[config.mk]
export PLATFORM = sky130hd
export DESIGN_NAME = hdlc_rxq_evt
export DESIGN_NICKNAME = d
export VERILOG_FILES = /design/src/rtl/hrq_pkg.sv /design/src/rtl/hrq_fifo.sv /design/src/rtl/hrq_intake.sv /design/src/rtl/hrq_evtlat.sv /design/src/rtl/hdlc_rxq_evt.sv
export SDC_FILE = /design/constraint.sdc
export NUM_CORES = 1
export LEC_CHECK = 0
export ABC_AREA = 1
export ABC_CLOCK_PERIOD_IN_PS = 4200
export BUFFER_PORTS_ARGS = -buffer_cell sky130_fd_sc_hd__buf_2
export CELL_PAD_IN_SITES_DETAIL_PLACEMENT = 2
export CELL_PAD_IN_SITES_GLOBAL_PLACEMENT = 2
export CORE_UTILIZATION = 47
export DETAILED_ROUTE_END_ITERATION = 6
export MAX_ROUTING_LAYER = met4
export PLACE_DENSITY = 0.95
export SLEW_MARGIN = 20
export SYNTH_ARGS = -nofsm -noshare
export SYNTH_HDL_FRONTEND = slang
export SYNTH_SLANG_ARGS = --single-unit
[constraint.sdc]
create_clock -name clk -period 4.2 [get_ports clk]
set_input_delay 0.63 -clock clk [delete_from_list [all_inputs] [get_ports clk]]
set_output_delay 0.63 -clock clk [all_outputs]
set_load 0.02 [all_outputs]
[src/rtl/hrq_pkg.sv]
package hrq_pkg;

    localparam int DEPTH_DEF = 64;
    localparam int DW_DEF    = 8;
    localparam int NEV       = 6;

    // Flag bit positions, as seen by software at address 0
    localparam int EV_NEMPTY = 0;
    localparam int EV_HWM    = 1;
    localparam int EV_PSTART = 2;
    localparam int EV_PEND   = 3;
    localparam int EV_OPEN   = 4;
    localparam int EV_OVR    = 5;

    typedef struct packed {
        logic ovr;
        logic open_byte;
        logic pkt_end;
        logic pkt_start;
        logic hwm;
        logic nempty;
    } hrq_events_t;

    typedef enum logic [1:0] {
        CSR_FLAGS = 2'd0,
        CSR_IEN   = 2'd1,
        CSR_WMARK = 2'd2,
        CSR_NONE  = 2'd3
    } hrq_csr_e;

    function automatic logic [DW_DEF-1:0] pad_flags(input hrq_events_t f);
        return {{(DW_DEF-NEV){1'b0}}, f};
    endfunction

endpackage

[src/rtl/hrq_fifo.sv]
module hrq_fifo #(
    parameter int DEPTH = 64,
    parameter int W     = 9,
    localparam int AW   = $clog2(DEPTH),
    localparam int CW   = $clog2(DEPTH + 1)
) (
    input  logic          clk,
    input  logic          rst,
    input  logic          push,
    input  logic [W-1:0]  push_entry,
    input  logic          pop_req,
    output logic [W-1:0]  head_entry,
    output logic [CW-1:0] level,
    output logic          empty,
    output logic          full,
    output logic          head_fresh,
    output logic          nempty_rise
);
    logic [W-1:0]  mem [DEPTH];
    logic [AW-1:0] wr_ptr, rd_ptr, prev_rd_ptr;
    logic [CW-1:0] cnt;
    logic          prev_empty;
    logic          do_pop;

    assign empty  = (cnt == '0);
    assign full   = (cnt == CW'(DEPTH));
    assign level  = cnt;
    assign do_pop = pop_req && !empty;
    assign head_entry = mem[rd_ptr];

    function automatic logic [AW-1:0] bump(input logic [AW-1:0] p);
        return (p == AW'(DEPTH - 1)) ? '0 : p + 1'b1;
    endfunction

    always_ff @(posedge clk) begin
        if (push) mem[wr_ptr] <= push_entry;
    end

    always_ff @(posedge clk) begin
        if (rst) begin
            wr_ptr      <= '0;
            rd_ptr      <= '0;
            cnt         <= '0;
            prev_empty  <= 1'b1;
            prev_rd_ptr <= '0;
        end else begin
            if (push)   wr_ptr <= bump(wr_ptr);
            if (do_pop) rd_ptr <= bump(rd_ptr);
            case ({push, do_pop})
                2'b10:   cnt <= cnt + 1'b1;
                2'b01:   cnt <= cnt - 1'b1;
                default: cnt <= cnt;
            endcase
            prev_empty  <= empty;
            prev_rd_ptr <= rd_ptr;
        end
    end

    // A new entry reached the head since the previous cycle
    assign head_fresh  = !empty && (prev_empty || (rd_ptr != prev_rd_ptr));
    assign nempty_rise = !empty && prev_empty;

    p_no_overflow_r2: assert property (@(posedge clk) disable iff (rst)
        push |-> !full);
    p_pop_empty_r11: assert property (@(posedge clk) disable iff (rst)
        (empty && pop_req && !push) |=> empty);

endmodule

[src/rtl/hrq_intake.sv]
module hrq_intake #(
    parameter int DW = 8
) (
    input  logic          clk,
    input  logic          rst,
    input  logic          wr_valid,
    input  logic [DW-1:0] wr_data,
    input  logic          wr_som,
    input  logic          wr_eom,
    input  logic          fifo_full,
    output logic          push,
    output logic [DW:0]   push_entry,
    output logic          ev_ovr,
    output logic          ev_pstart,
    output logic          ev_pend
);
    logic discard;
    logic accept;

    assign accept     = wr_valid && (!discard || wr_som);
    assign ev_ovr     = accept && fifo_full;
    assign push       = accept && !fifo_full;
    assign push_entry = {wr_som, wr_data};
    assign ev_pstart  = wr_valid && wr_som;
    assign ev_pend    = (push && wr_eom) || ev_ovr;

    always_ff @(posedge clk) begin
        if (rst)                    discard <= 1'b0;
        else if (ev_ovr)            discard <= 1'b1;
        else if (wr_valid && wr_som) discard <= 1'b0;
    end

    p_discard_after_ovr_r3: assert property (@(posedge clk) disable iff (rst)
        ev_ovr |=> discard);
    p_no_push_while_discard_r3: assert property (@(posedge clk) disable iff (rst)
        (discard && !wr_som) |-> !push);

endmodule

[src/rtl/hrq_evtlat.sv]
module hrq_evtlat #(
    parameter int N = 6
) (
    input  logic         clk,
    input  logic         rst,
    input  logic [N-1:0] set_ev,
    input  logic         clr,
    input  logic [N-1:0] en,
    output logic [N-1:0] status,
    output logic         irq
);
    always_ff @(posedge clk) begin
        if (rst) status <= '0;
        else     status <= (clr ? '0 : status) | set_ev;
    end

    assign irq = |(status & en);

    p_set_kept_r9: assert property (@(posedge clk) disable iff (rst)
        (set_ev != '0) |=> ((status & $past(set_ev)) == $past(set_ev)));
    p_clear_r9: assert property (@(posedge clk) disable iff (rst)
        (clr && set_ev == '0) |=> (status == '0));
    p_irq_drop_r10: assert property (@(posedge clk) disable iff (rst)
        (clr && set_ev == '0) |=> !irq);

endmodule

[src/rtl/hdlc_rxq_evt.sv]
module hdlc_rxq_evt
    import hrq_pkg::*;
#(
    parameter int DEPTH     = DEPTH_DEF,
    parameter int DW        = DW_DEF,
    parameter int WMARK_RST = 48,
    localparam int CW       = $clog2(DEPTH + 1),
    localparam int WMW      = $clog2(DEPTH)
) (
    input  logic          clk,
    input  logic          rst,
    input  logic          wr_valid,
    input  logic [DW-1:0] wr_data,
    input  logic          wr_som,
    input  logic          wr_eom,
    input  logic          rd_pop,
    output logic [DW-1:0] rd_data,
    output logic          rd_first,
    output logic          rd_empty,
    output logic [CW-1:0] rd_level,
    input  logic          csr_wr,
    input  logic          csr_rd,
    input  logic [1:0]    csr_addr,
    input  logic [7:0]    csr_wdata,
    output logic [7:0]    csr_rdata,
    output logic          irq
);
    logic          push, full, head_fresh, nempty_rise;
    logic [DW:0]   push_entry, head_entry;
    logic          ev_ovr, ev_pstart, ev_pend;
    logic [WMW-1:0] wmark;
    logic [7:0]    ien;
    logic          above, above_prev;
    hrq_events_t   ev, flags;
    logic          clr;
    hrq_csr_e      sel;

    hrq_intake #(.DW(DW)) u_intake (
        .clk(clk), .rst(rst),
        .wr_valid(wr_valid), .wr_data(wr_data), .wr_som(wr_som), .wr_eom(wr_eom),
        .fifo_full(full), .push(push), .push_entry(push_entry),
        .ev_ovr(ev_ovr), .ev_pstart(ev_pstart), .ev_pend(ev_pend)
    );

    hrq_fifo #(.DEPTH(DEPTH), .W(DW + 1)) u_fifo (
        .clk(clk), .rst(rst),
        .push(push), .push_entry(push_entry), .pop_req(rd_pop),
        .head_entry(head_entry), .level(rd_level), .empty(rd_empty), .full(full),
        .head_fresh(head_fresh), .nempty_rise(nempty_rise)
    );

    assign rd_data  = head_entry[DW-1:0];
    assign rd_first = head_entry[DW];

    assign above = rd_level > CW'(wmark);

    always_ff @(posedge clk) begin
        if (rst) begin
            wmark      <= WMW'(WMARK_RST);
            ien        <= '0;
            above_prev <= 1'b0;
        end else begin
            above_prev <= above;
            if (csr_wr && sel == CSR_IEN)   ien   <= csr_wdata;
            if (csr_wr && sel == CSR_WMARK) wmark <= csr_wdata[WMW-1:0];
        end
    end

    always_comb begin
        ev           = '0;
        ev.ovr       = ev_ovr;
        ev.open_byte = head_fresh && rd_first;
        ev.pkt_end   = ev_pend;
        ev.pkt_start = ev_pstart;
        ev.hwm       = above && !above_prev;
        ev.nempty    = nempty_rise;
    end

    assign sel = hrq_csr_e'(csr_addr);
    assign clr = csr_rd && (sel == CSR_FLAGS);

    hrq_evtlat #(.N(NEV)) u_evt (
        .clk(clk), .rst(rst),
        .set_ev(ev), .clr(clr), .en(ien[NEV-1:0]),
        .status(flags), .irq(irq)
    );

    always_comb begin
        case (sel)
            CSR_FLAGS: csr_rdata = pad_flags(flags);
            CSR_IEN:   csr_rdata = ien;
            CSR_WMARK: csr_rdata = 8'(wmark);
            default:   csr_rdata = '0;
        endcase
    end

    p_hwm_edge_r7: assert property (@(posedge clk) disable iff (rst)
        (above && above_prev) |=> (flags.hwm == $past(flags.hwm) || $past(clr)));

endmodule

# Word-level counts from Yosys, hierarchy flattened
# Memory sizes are Yosys's and may differ from the RTL's. A register that Yosys moved wholly into a read port is not among the register bits.
# Index checks and enable logic that the tools add are counted.
# Widths: inputs -> output; s select.
dict set report word_totals {
  out_inout_bits 26
  mem_count 1
  ff_bits 48
  ram_bits 576
  word_cells 62
  inputBits 26
}
# memory depth word_bits read_ports rd_ports_with_merged_regs wr line
set memory_table {}
lappend memory_table {u_fifo.mem 64 9 1 1 1 hrq_fifo.sv:19} ;# logic [W-1:0] mem [DEPTH];
dict set report op_classes {
  n_mux 11
  n_eq_ne 8
  bitwise_logic 2
  n_lt_le_gt_ge 1
  reduce_logical 25
  addsub 4
}
# operator n
set ops {}
lappend ops {{$mux 6} 5}
lappend ops {{$pmux 8 s3} 1}
lappend ops {{$pmux 7 s2} 1}
lappend ops {{$logic_and 1x1->1} 13}
lappend ops {{$add 6x1->6 const B} 2}
lappend ops {{$eq 6x6->1 const B} 2}
lappend ops {{$add 7x1->7 const B} 1}
lappend ops {{$eq 7x7->1 const B} 1}
lappend ops {{$gt 7x6->1} 1}
lappend ops {{$logic_not 7->1} 1}
lappend ops {{$sub 7x1->7 const B} 1}
lappend ops {{$and 6x6->6} 1}
lappend ops {{$ne 6x6->1} 1}
lappend ops {{$or 6x6->6} 1}
lappend ops {{$reduce_or 6->1} 1}
lappend ops {{$eq 2x1->1 const B} 2}
lappend ops {{$eq 2x2->1 const B} 2}
lappend ops {{$logic_not 1->1} 4}
lappend ops {{$mux 1} 4}
lappend ops {{$reduce_bool 2->1} 2}
lappend ops {{$logic_or 1x1->1} 3}
lappend ops {{$logic_not 2->1} 1}

# Longest topological paths before layout
# Gate-level depths: netlist of the first run.
dict set report depth {
  depth_word 7
  depth_mapped 18
  ltp_nobuf 16
}

# Hierarchy
# Synthesis of the first run repeated with hierarchy kept, for this count alone.
dict set report hier_totals {
  hier_cells 2391
  area_unflattened_um2 26344.0
}
# module n_inst area_per_inst_um2 cells_per_inst
set by_module_without_submodules {}
lappend by_module_without_submodules {hrq_fifo 1 25142.9 2227}
lappend by_module_without_submodules {hdlc_rxq_evt 1 833.3 111}
lappend by_module_without_submodules {hrq_evtlat 1 221.5 31}
lappend by_module_without_submodules {hrq_intake 1 146.4 22}

# Worst setup path after synthesis of the first run
# Ideal clock, no wire load.
dict set report synth_timing {
  kind {input to register}
  startpoint {input wr_valid}
  endpoint {register u_fifo.cnt[4], in the netlist u_fifo.level[4]}
  cell_stages 16
  arrival_ps 2213
  required_ps 4091
  setup_slack_ps 1878
  cell_sequence {inv_1 -> o21ai_2 -> o21ai_4 -> buf_6 -> ha_1 -> buf_2 -> xor2_1 -> ha_1 -> inv_1 -> nand2_1 -> nand2_1 -> a21oi_1 -> nor2_1 -> nand2_1 -> nand2_1 -> inv_1}
}
dict set report synth_via {
  elab_chain_cells 4
  elab_cells_between_ends 6
  classes_between {eq/ne (2); mux (1); reduce/logical (3)}
}
# item line
set synth_lines {}
lappend synth_lines {{start: declaration} hdlc_rxq_evt.sv:12} ;# input logic wr_valid,
lappend synth_lines {{$logic_and 1x1->1 *} hrq_intake.sv:20} ;# assign accept = wr_valid && (!discard || wr_som);
lappend synth_lines {{$logic_and 1x1->1 *} hrq_intake.sv:22} ;# assign push = accept && !fifo_full;
lappend synth_lines {{$eq 2x1->1 / $eq 2x2->1 (equally long branches)} hrq_fifo.sv:49} ;# case ({push, do_pop})
lappend synth_lines {{$pmux 7 s2 / $reduce_bool 2->1 (equally long branches)} n/a}
lappend synth_lines {{end signal: assignment} hrq_fifo.sv:50} ;# 2'b10: cnt <= cnt + 1'b1;
lappend synth_lines {{end signal: assignment} hrq_fifo.sv:51} ;# 2'b01: cnt <= cnt - 1'b1;
lappend synth_lines {{end signal: assignment} hrq_fifo.sv:52} ;# default: cnt <= cnt;
lappend synth_lines {{end: declaration} hrq_fifo.sv:21} ;# logic [CW-1:0] cnt;
# Mark *: on every way between the ends. The rest lies on a longest branch, timed or not.
# A chain may end at the register's enable or synchronous reset.

==> summary.txt, run 1 <==
Run status
  – Outcome: finished with violations
  – Failing checks: negative setup slack

Die
  – I/O Pins: 52
  – DIE HEIGHT: 236 microns
  – Die Wd: 236 microns
  – Area of the core: 53,900 sq um
  – Initial Util: 47.7%
  – Row count: 85
  – Die area: 55,600 sq um

Synthesis
  – Most numerous cell in the Yosys netlist: edfxtp_1
  – Post-synth EDFFs: 576
  – Sequential fraction of the synthesis area: 71.5%
  – Cells after Synth: 2,153
  – Share of synthesized registers carrying an async set or reset: 0%
  – Mapped Area: 25,700 sq um
  – Area leader, netlist: edfxtp_1
  – Syn_nets: 2,189
  – Synth Flop Type: edfxtp_1
  – Top-area cell type share of the netlist area: 67.3%
  – Most instantiated cells after synthesis: 576 x edfxtp_1, 384 x nor2_1, 291 x o21ai_0
  – Synth area leaders: edfxtp_1 67%, o21ai_0 5.7%, nor2_1 5.6%
  – Average size of a mapped cell: 11.9 sq um
  – Synthesized flop and latch total: 630
  – Syn. warnings: 0
  – Unique cell type count in the Yosys netlist: 44

Drt
  – DR vias: 20,300
  – Initial DRC count: 2,595
  – Drt pass-1 iters: 7
  – Vias per cell: 6.90
  – WL per Instance: 38.9 microns
  – Total wire length: 114 mm
  – DRC: 0
  – Post-route antenna net violation count: 0

Worst setup path
  – Worst setup SP type: register
  – Worst path slowest cell: buf_12
  – Crit path buf inv count: 3
  – CP max FO: 125
  – Crit path capture: rd_first
  – Reg2Reg Depth: 6
  – Critical path, cell by cell: inv_12 > buf_12 > nand2_1 > nand3_1 > nand3_1 > nand2_1 > nand2_1 > nand3_1 > nand3_1 > nand2_1 > buf_2
  – Worst R2R End: u_fifo.mem[35][2]$_DFFE_PP_
  – FF-to-FF setup slack: 0.80 ns
  – Req. time, crit path: 3.57 ns
  – Setup crit end kind: output port
  – Critical Path AT: 3.58 ns
  – Critical path depth in cells: 11
  – R2r startpoint: u_fifo.level[2]$_SDFFE_PP0P_
  – Setup CP Type: reg -> out
  – Family with the most delay on the worst path: simple AND/OR/NAND/NOR gates
  – CP peak stage delay: 0.41 ns

Global routing
  – Grt total ovfl: 0
  – First-pass GRT wire length: 162 mm
  – Largest net degree at the start of global routing: 175
  – Tot GR Track Use: 42.4%
  – Initial antenna violation count: 4
  – Vias in the first global route: 21,700

Timing
  – Final Setup Violations: 2
  – Worst Max-Slew Pin Slew: 1.18 ns
  – Hold Vio Cnt, Final: 0
  – Slew HR: 21.3%
  – Fin worst setup slack: -0.00721 ns
  – Max-slew violation count: 0
  – Crit share post-route: 100%
  – Final period demand of the worst path: 4.21 ns
  – RSZ-0062 raised after global routing: false
  – Max Freq: 238 MHz
  – Clk_skew: 0.0392 ns

Clock tree
  – Worst-Skew Late Latency: 0.62 ns
  – Hold_buf cts: 0
  – CTS tree: done
  – Maximum clock path buffer count: 3
  – CTS HTree Levels: 3
  – Post-CTS Setup Inserts: 0
  – Clock-pin transition on the worst setup and hold timing paths: 0.07 ns
  – Clock Sinks: 630
  – Number of CTS-inserted buffers: 68
  – CTS root buf: clkbuf_16

Placement
  – DP Cell Count: 2,815
  – GPL Wtd Cong: 0.852
  – Post-detail-place hpwl: 61.6 mm
  – PortBufs: 51
  – Place WS: 0.699 ns

Finish
  – Share of cells above drive strength 1: 9.73%
  – Area of the multi-input gates: 6370 sq um
  – FILL cells: 5,006
  – Nets: 2,225
  – Layout area overhead: 11.8%
  – Share of the core filled with cells: 53.3%
  – Non-filler cells, final: 2,940
  – Area occupied by registers: 18,400 sq um

Power and ir drop
  – Leakage power: 9.76 nW
  – Power per cell area: 622 nW/um^2
  – Worst vdd ir: 0.408 mV

Run
  – Max cap viols: 0

Min path
  – Worst Hold Class: in -> reg
==> placed cells by master, fill, tap and decap left out, types with 18 or more instances in the layout <==
cell type	netlist	routed
clkbuf_1	52	19
o21ai_1	55	55
nor2_1	384	374
clkinv_1	3	18
buf_4	9	38
nand3_1	90	90
o22ai_1	129	128
inv_1	55	55
buf_2	36	49
edfxtp_1	576	576
nand2_1	247	247
dfxtp_1	54	51
o21ai_0	291	291
clkbuf_16	0	73
a21oi_1	69	69
==> metal layers <==
layer / GRT usage [%] / share of wire (%) / up-vias
li1: - / - / 7861
met1: 47.0 / 34 / 10300
met2: 69.2 / 49 / 1521
met3: 7.82 / 7.8 / 582
met4: 29.9 / 8.7 / 0
met5: - / 0 / -
==> tightest hold or removal path: stages <==
cell and delay (ns):
buf_2 0.09, nand2_1 0.05, o211ai_1 0.09
==> area by class of cell <==
class | count | share of cell area [%]
diodes | 4 | 0.0348
clock buffers | 93 | 6.65
clock inverters | 28 | 0.892
inverters | 63 | 0.884
multi-input cells | 1331 | 22.2
flip-flops and latches | 630 | 64.0
well taps | 696 | 3.03
repair buffers | 95 | 2.40
==> power breakdown <==
| group | leakage [nW] | internal (mW) | switching, mW |
|---|---|---|---|
| Sequential | 5.63 | 6.98 | 0.169 |
| Combinational | 3.08 | 1.05 | 3.43 |
| Clock | 1.05 | 3.50 | 2.76 |
==> state kept, by name (all words and copies together) (netlist names), 6 cells and up, named ones only <==
| name | count |
|---|---|
| ien | 8 |
| u_fifo.prev_rd_ptr | 6 |
| u_fifo.mem | 576 |
| u_fifo.rd_ptr | 6 |
| wmark | 6 |
| u_evt.status | 6 |
| u_fifo.level | 7 |
| u_fifo.wr_ptr | 6 |
==> cells by family (layout without fill, tap and decap cells) <==
| group | after synthesis | after routing | share of synthesized area [%] |
|---|---|---|---|
| DFF | 630 | 630 | 71.5 |
| and+or+nand+nor | 746 | 746 | 11.9 |
| other | 0 | 4 | 0 |
| adders and majority gates | 10 | 10 | 0.487 |
| xor gates and xnor gates | 8 | 8 | 0.273 |
| buffers and inverters | 192 | 279 | 3.88 |
| AOI/OAI and AO/OA | 567 | 567 | 12.0 |
==> how the worst min path moves through the flow <==
stage | start | end | cells after the start
6_report | csr_wdata[5] | wmark[5]$_SDFFE_PP1P_ | 3
5_1_grt | csr_wdata[5] | wmark[5]$_SDFFE_PP1P_ | 3
4_1_cts | csr_wdata[5] | wmark[5]$_SDFFE_PP1P_ | 3
3_5_place_dp | above_prev$_SDFF_PP0_ | u_evt.status[1]$_SDFF_PP0_ | 3
3_3_place_gp | above_prev$_SDFF_PP0_ | u_evt.status[1]$_SDFF_PP0_ | 3
2_1_floorplan | above_prev$_SDFF_PP0_ | u_evt.status[1]$_SDFF_PP0_ | 3
==> timing repair <==
item	4_1_cts	5_1_grt
pin swaps	0	0
gates resized for setup	2	2
setup endpoints to repair	2	2
gates cloned	0	0
==> per-stage QoR <==
step                      power (mW)  cell area, sq um  hold WS, ns  TNS (ns)
after floorplan                 9.73             25700        0.422         0
after global placement          10.8             26500        0.438         0
final                           17.9             28700        0.277  -0.00853
after CTS                       17.7             28700        0.263         0
after global routing            18.2             28700        0.306         0
after detailed placement        11.2             26500        0.470         0
No activity file was read; power rests on OpenSTA's default activity.
==> run 2: changes to the inputs <==
==> constraint.sdc (replaced) <==
create_clock -name clk -period 4.2 [get_ports clk]
set_input_delay 0.42 -clock clk [delete_from_list [all_inputs] [get_ports clk]]
set_output_delay 0.42 -clock clk [all_outputs]
set_load 0.02 [all_outputs]
==> summary.txt, run 2 (synthesis results as in run 1) <==
Power and ir drop
  – Leakage power: 9.72 nW (-0.39%)
  – Clk pwr share: 35.0% (about the same)
  – Sequential power share: 40.0% (about the same)
  – Power per cell area: 623 nW/um^2 (+0.15%)
  – Sw power: 6.43 mW (+1.1%)
  – Combinational Power Share: 25.0% (about the same)
  – Worst vdd ir: 0.677 mV (+66%)
  – Sw frac: 35.9% (+0.39 points)
  – P_int: 11.5 mW (-0.60%)
  – Final Power: 17.9 mW (about the same)

Clock tree
  – Post-CTS Setup Inserts: 0 (unchanged)
  – Clock Sinks: 630 (unchanged)
  – CTS HTree Levels: 3 (unchanged)
  – Maximum clock path buffer count: 3 (unchanged)
  – Clock-pin transition on the worst setup and hold timing paths: 0.07 ns (about the same)
  – # resized after CTS: 0 (-2)
  – Number of CTS-inserted buffers: 69 (+1.5%)
  – Worst-Skew Late Latency: 0.64 ns (+0.02 ns)
  – Hold_buf cts: 0 (unchanged)
  – CTS tree: done
  – CTS root buf: clkbuf_16

Finish
  – Most flops, register: u_fifo.mem
  – Commonest non-fill, non-tap cell in the layout: edfxtp_1
  – Design area: 28,700 sq um (-0.14%)
  – Max reg flops: 576 (unchanged)
  – Most frequent cells in the layout: 576 x edfxtp_1, 366 x nor2_1, 290 x o21ai_0
  – Share of cells above drive strength 1: 10.1% (+0.37 points)
  – Nets: 2,226 (+0.045%)
  – Layout area overhead: 11.6%

Placement
  – Post-place instance area: 26,500 sq um (-0.15%)
  – GPL Wtd Cong: 0.913 (+7.1%)
  – Post-detail-place hpwl: 62.6 mm (+1.6%)
  – PortBufs: 51 (unchanged)

Drt
  – DRC: 0 (unchanged)
  – WL per Instance: 40.1 microns (+3.2%)
  – Post-route antenna net violation count: 0 (unchanged)
  – Initial DRC count: 2,611 (+0.62%)
  – Total wire length: 118 mm (+2.9%)
  – DR vias: 20,500 (+0.89%)
  – Drt pass-1 iters: 6 (-1)
  – Vias per cell: 6.98 (+1.1%)

Die
  – Initial Util: 47.7% (unchanged)
  – DIE HEIGHT: 236 microns (unchanged)
  – Die area: 55,600 sq um (unchanged)
  – Area of the core: 53,900 sq um (unchanged)
  – Die Wd: 236 microns (unchanged)
  – I/O Pins: 52 (unchanged)
  – Row count: 85 (unchanged)

Timing
  – Crit share post-route: 103% (+3.0 points)
  – Hold Vio Cnt, Final: 0 (unchanged)
  – Worst Max-Slew Pin Slew: 1.21 ns (+0.0358 ns)
  – Final Setup Violations: 1 (-1)
  – Max-slew violation count: 0 (unchanged)
  – Final period demand of the worst path: 4.33 ns (+0.127 ns)
  – Fin worst setup slack: -0.134 ns (-0.127 ns)
  – Slew HR: 19.2% (-2.1 points)
  – Clk_skew: 0.0405 ns (+0.00131 ns)
  – Max Freq: 231 MHz (-2.9%)

Global routing
  – Largest net degree at the start of global routing: 216 (+23%)
  – Grt total ovfl: 0 (unchanged)
  – Initial antenna violation count: 1 (-3)
  – Vias in the first global route: 21,900 (+1.2%)
  – First-pass GRT wire length: 168 mm (+3.3%)
  – Tot GR Track Use: 44.0% (+1.6 points)

Worst setup path
  – Worst setup SP type: register
  – Critical path, cell by cell: buf_16 > o21ai_0 > o22ai_1 > nand2_1 > nand2_1 > a21oi_1 > o21ai_1 > nand3_1 > nand2_1 > buf_2
  – Setup CP Type: reg -> out
  – Worst path slowest cell: buf_16
  – Req. time, crit path: 3.78 ns (+0.21 ns)
  – CP peak stage delay: 0.51 ns (+0.10 ns)
  – Setup crit end kind: output port
  – Critical Path AT: 3.91 ns (+0.33 ns)
  – Crit path top cell by count: nand2_1
  – CP max FO: 215 (+72%)

Run status
  – Failing checks: negative setup slack
  – Outcome: finished with violations

Run
  – Max cap viols: 0 (unchanged)

Min path
  – Worst Hold Class: in -> reg
run 2: area by class of cell:
class	instances	area (sq um)
Antenna cell	1	2.50
Clock buffer	89	1910
Clock inverter	29	231
Fill cell	5080	25200
Inverter	63	254
Multi-Input combinational cell	1331	6390
Sequential cell	630	18400
Tap cell	696	871
Timing Repair Buffer	95	667
run 2: worst max-delay path, delay by kind of cell, from the launching register on:
family | cells | cell delay (ns)
AOI/OAI and AO/OA | 4 | 1.22
DFF | 1 | 0.44
buffers and inverters | 2 | 0.68
and+or+nand+nor | 4 | 0.64
run 2: metal layers:
metal  up-vias  global-route usage, %  part of all wire (%)
met5         -                      -                     0
met4         0                   30.7                   8.5
met3       583                   8.80                   7.9
met2      1516                   72.1                    49
met1     10500                   48.3                    34
li1       7865                      -                     -
run 2: final timing paths:
path	slack (ns)	cells past startpoint	from	to
worst max-delay path	-0.13	10	register	rd_data[7]
worst min-delay path	0.03	3	csr_wdata[5]	wmark[5]$_SDFFE_PP1P_
worst max register to register	0.74	6	u_fifo.level[5]$_SDFFE_PP0P_	u_fifo.mem[57][0]$_DFFE_PP_
worst min register to register	0.50	2	ien[7]$_SDFFE_PP0P_	ien[7]$_SDFFE_PP0P_
run 2: through the flow:
step / util (%) / setup TNS (ns) / cells / worst slack (ns) / hold slack [ns]
2_1_floorplan: - / 0 / 2153 / 1.90 / 0.422
5_1_grt: 53.2 / -0.0276 / 2934 / -0.0276 / 0.0242
4_1_cts: 53.1 / 0 / 2931 / 0.0754 / 0.00752
3_3_place_gp: 49.1 / 0 / 2813 / 1.31 / 0.435
3_5_place_dp: 49.1 / 0 / 2813 / 0.995 / 0.483
6_report: 53.2 / -0.134 / 2934 / -0.134 / 0.0277
run 2: power by group through the flow:
stage                     combinational [mW]  sequential (mW)  clock [mW]
after floorplan                         2.51             7.21           0
after global placement                  3.49             7.22           0
after detailed placement                3.96             7.25           0
after CTS                               4.31             7.14        6.25
after global routing                    4.60             7.15        6.42
final                                   4.48             7.15        6.27
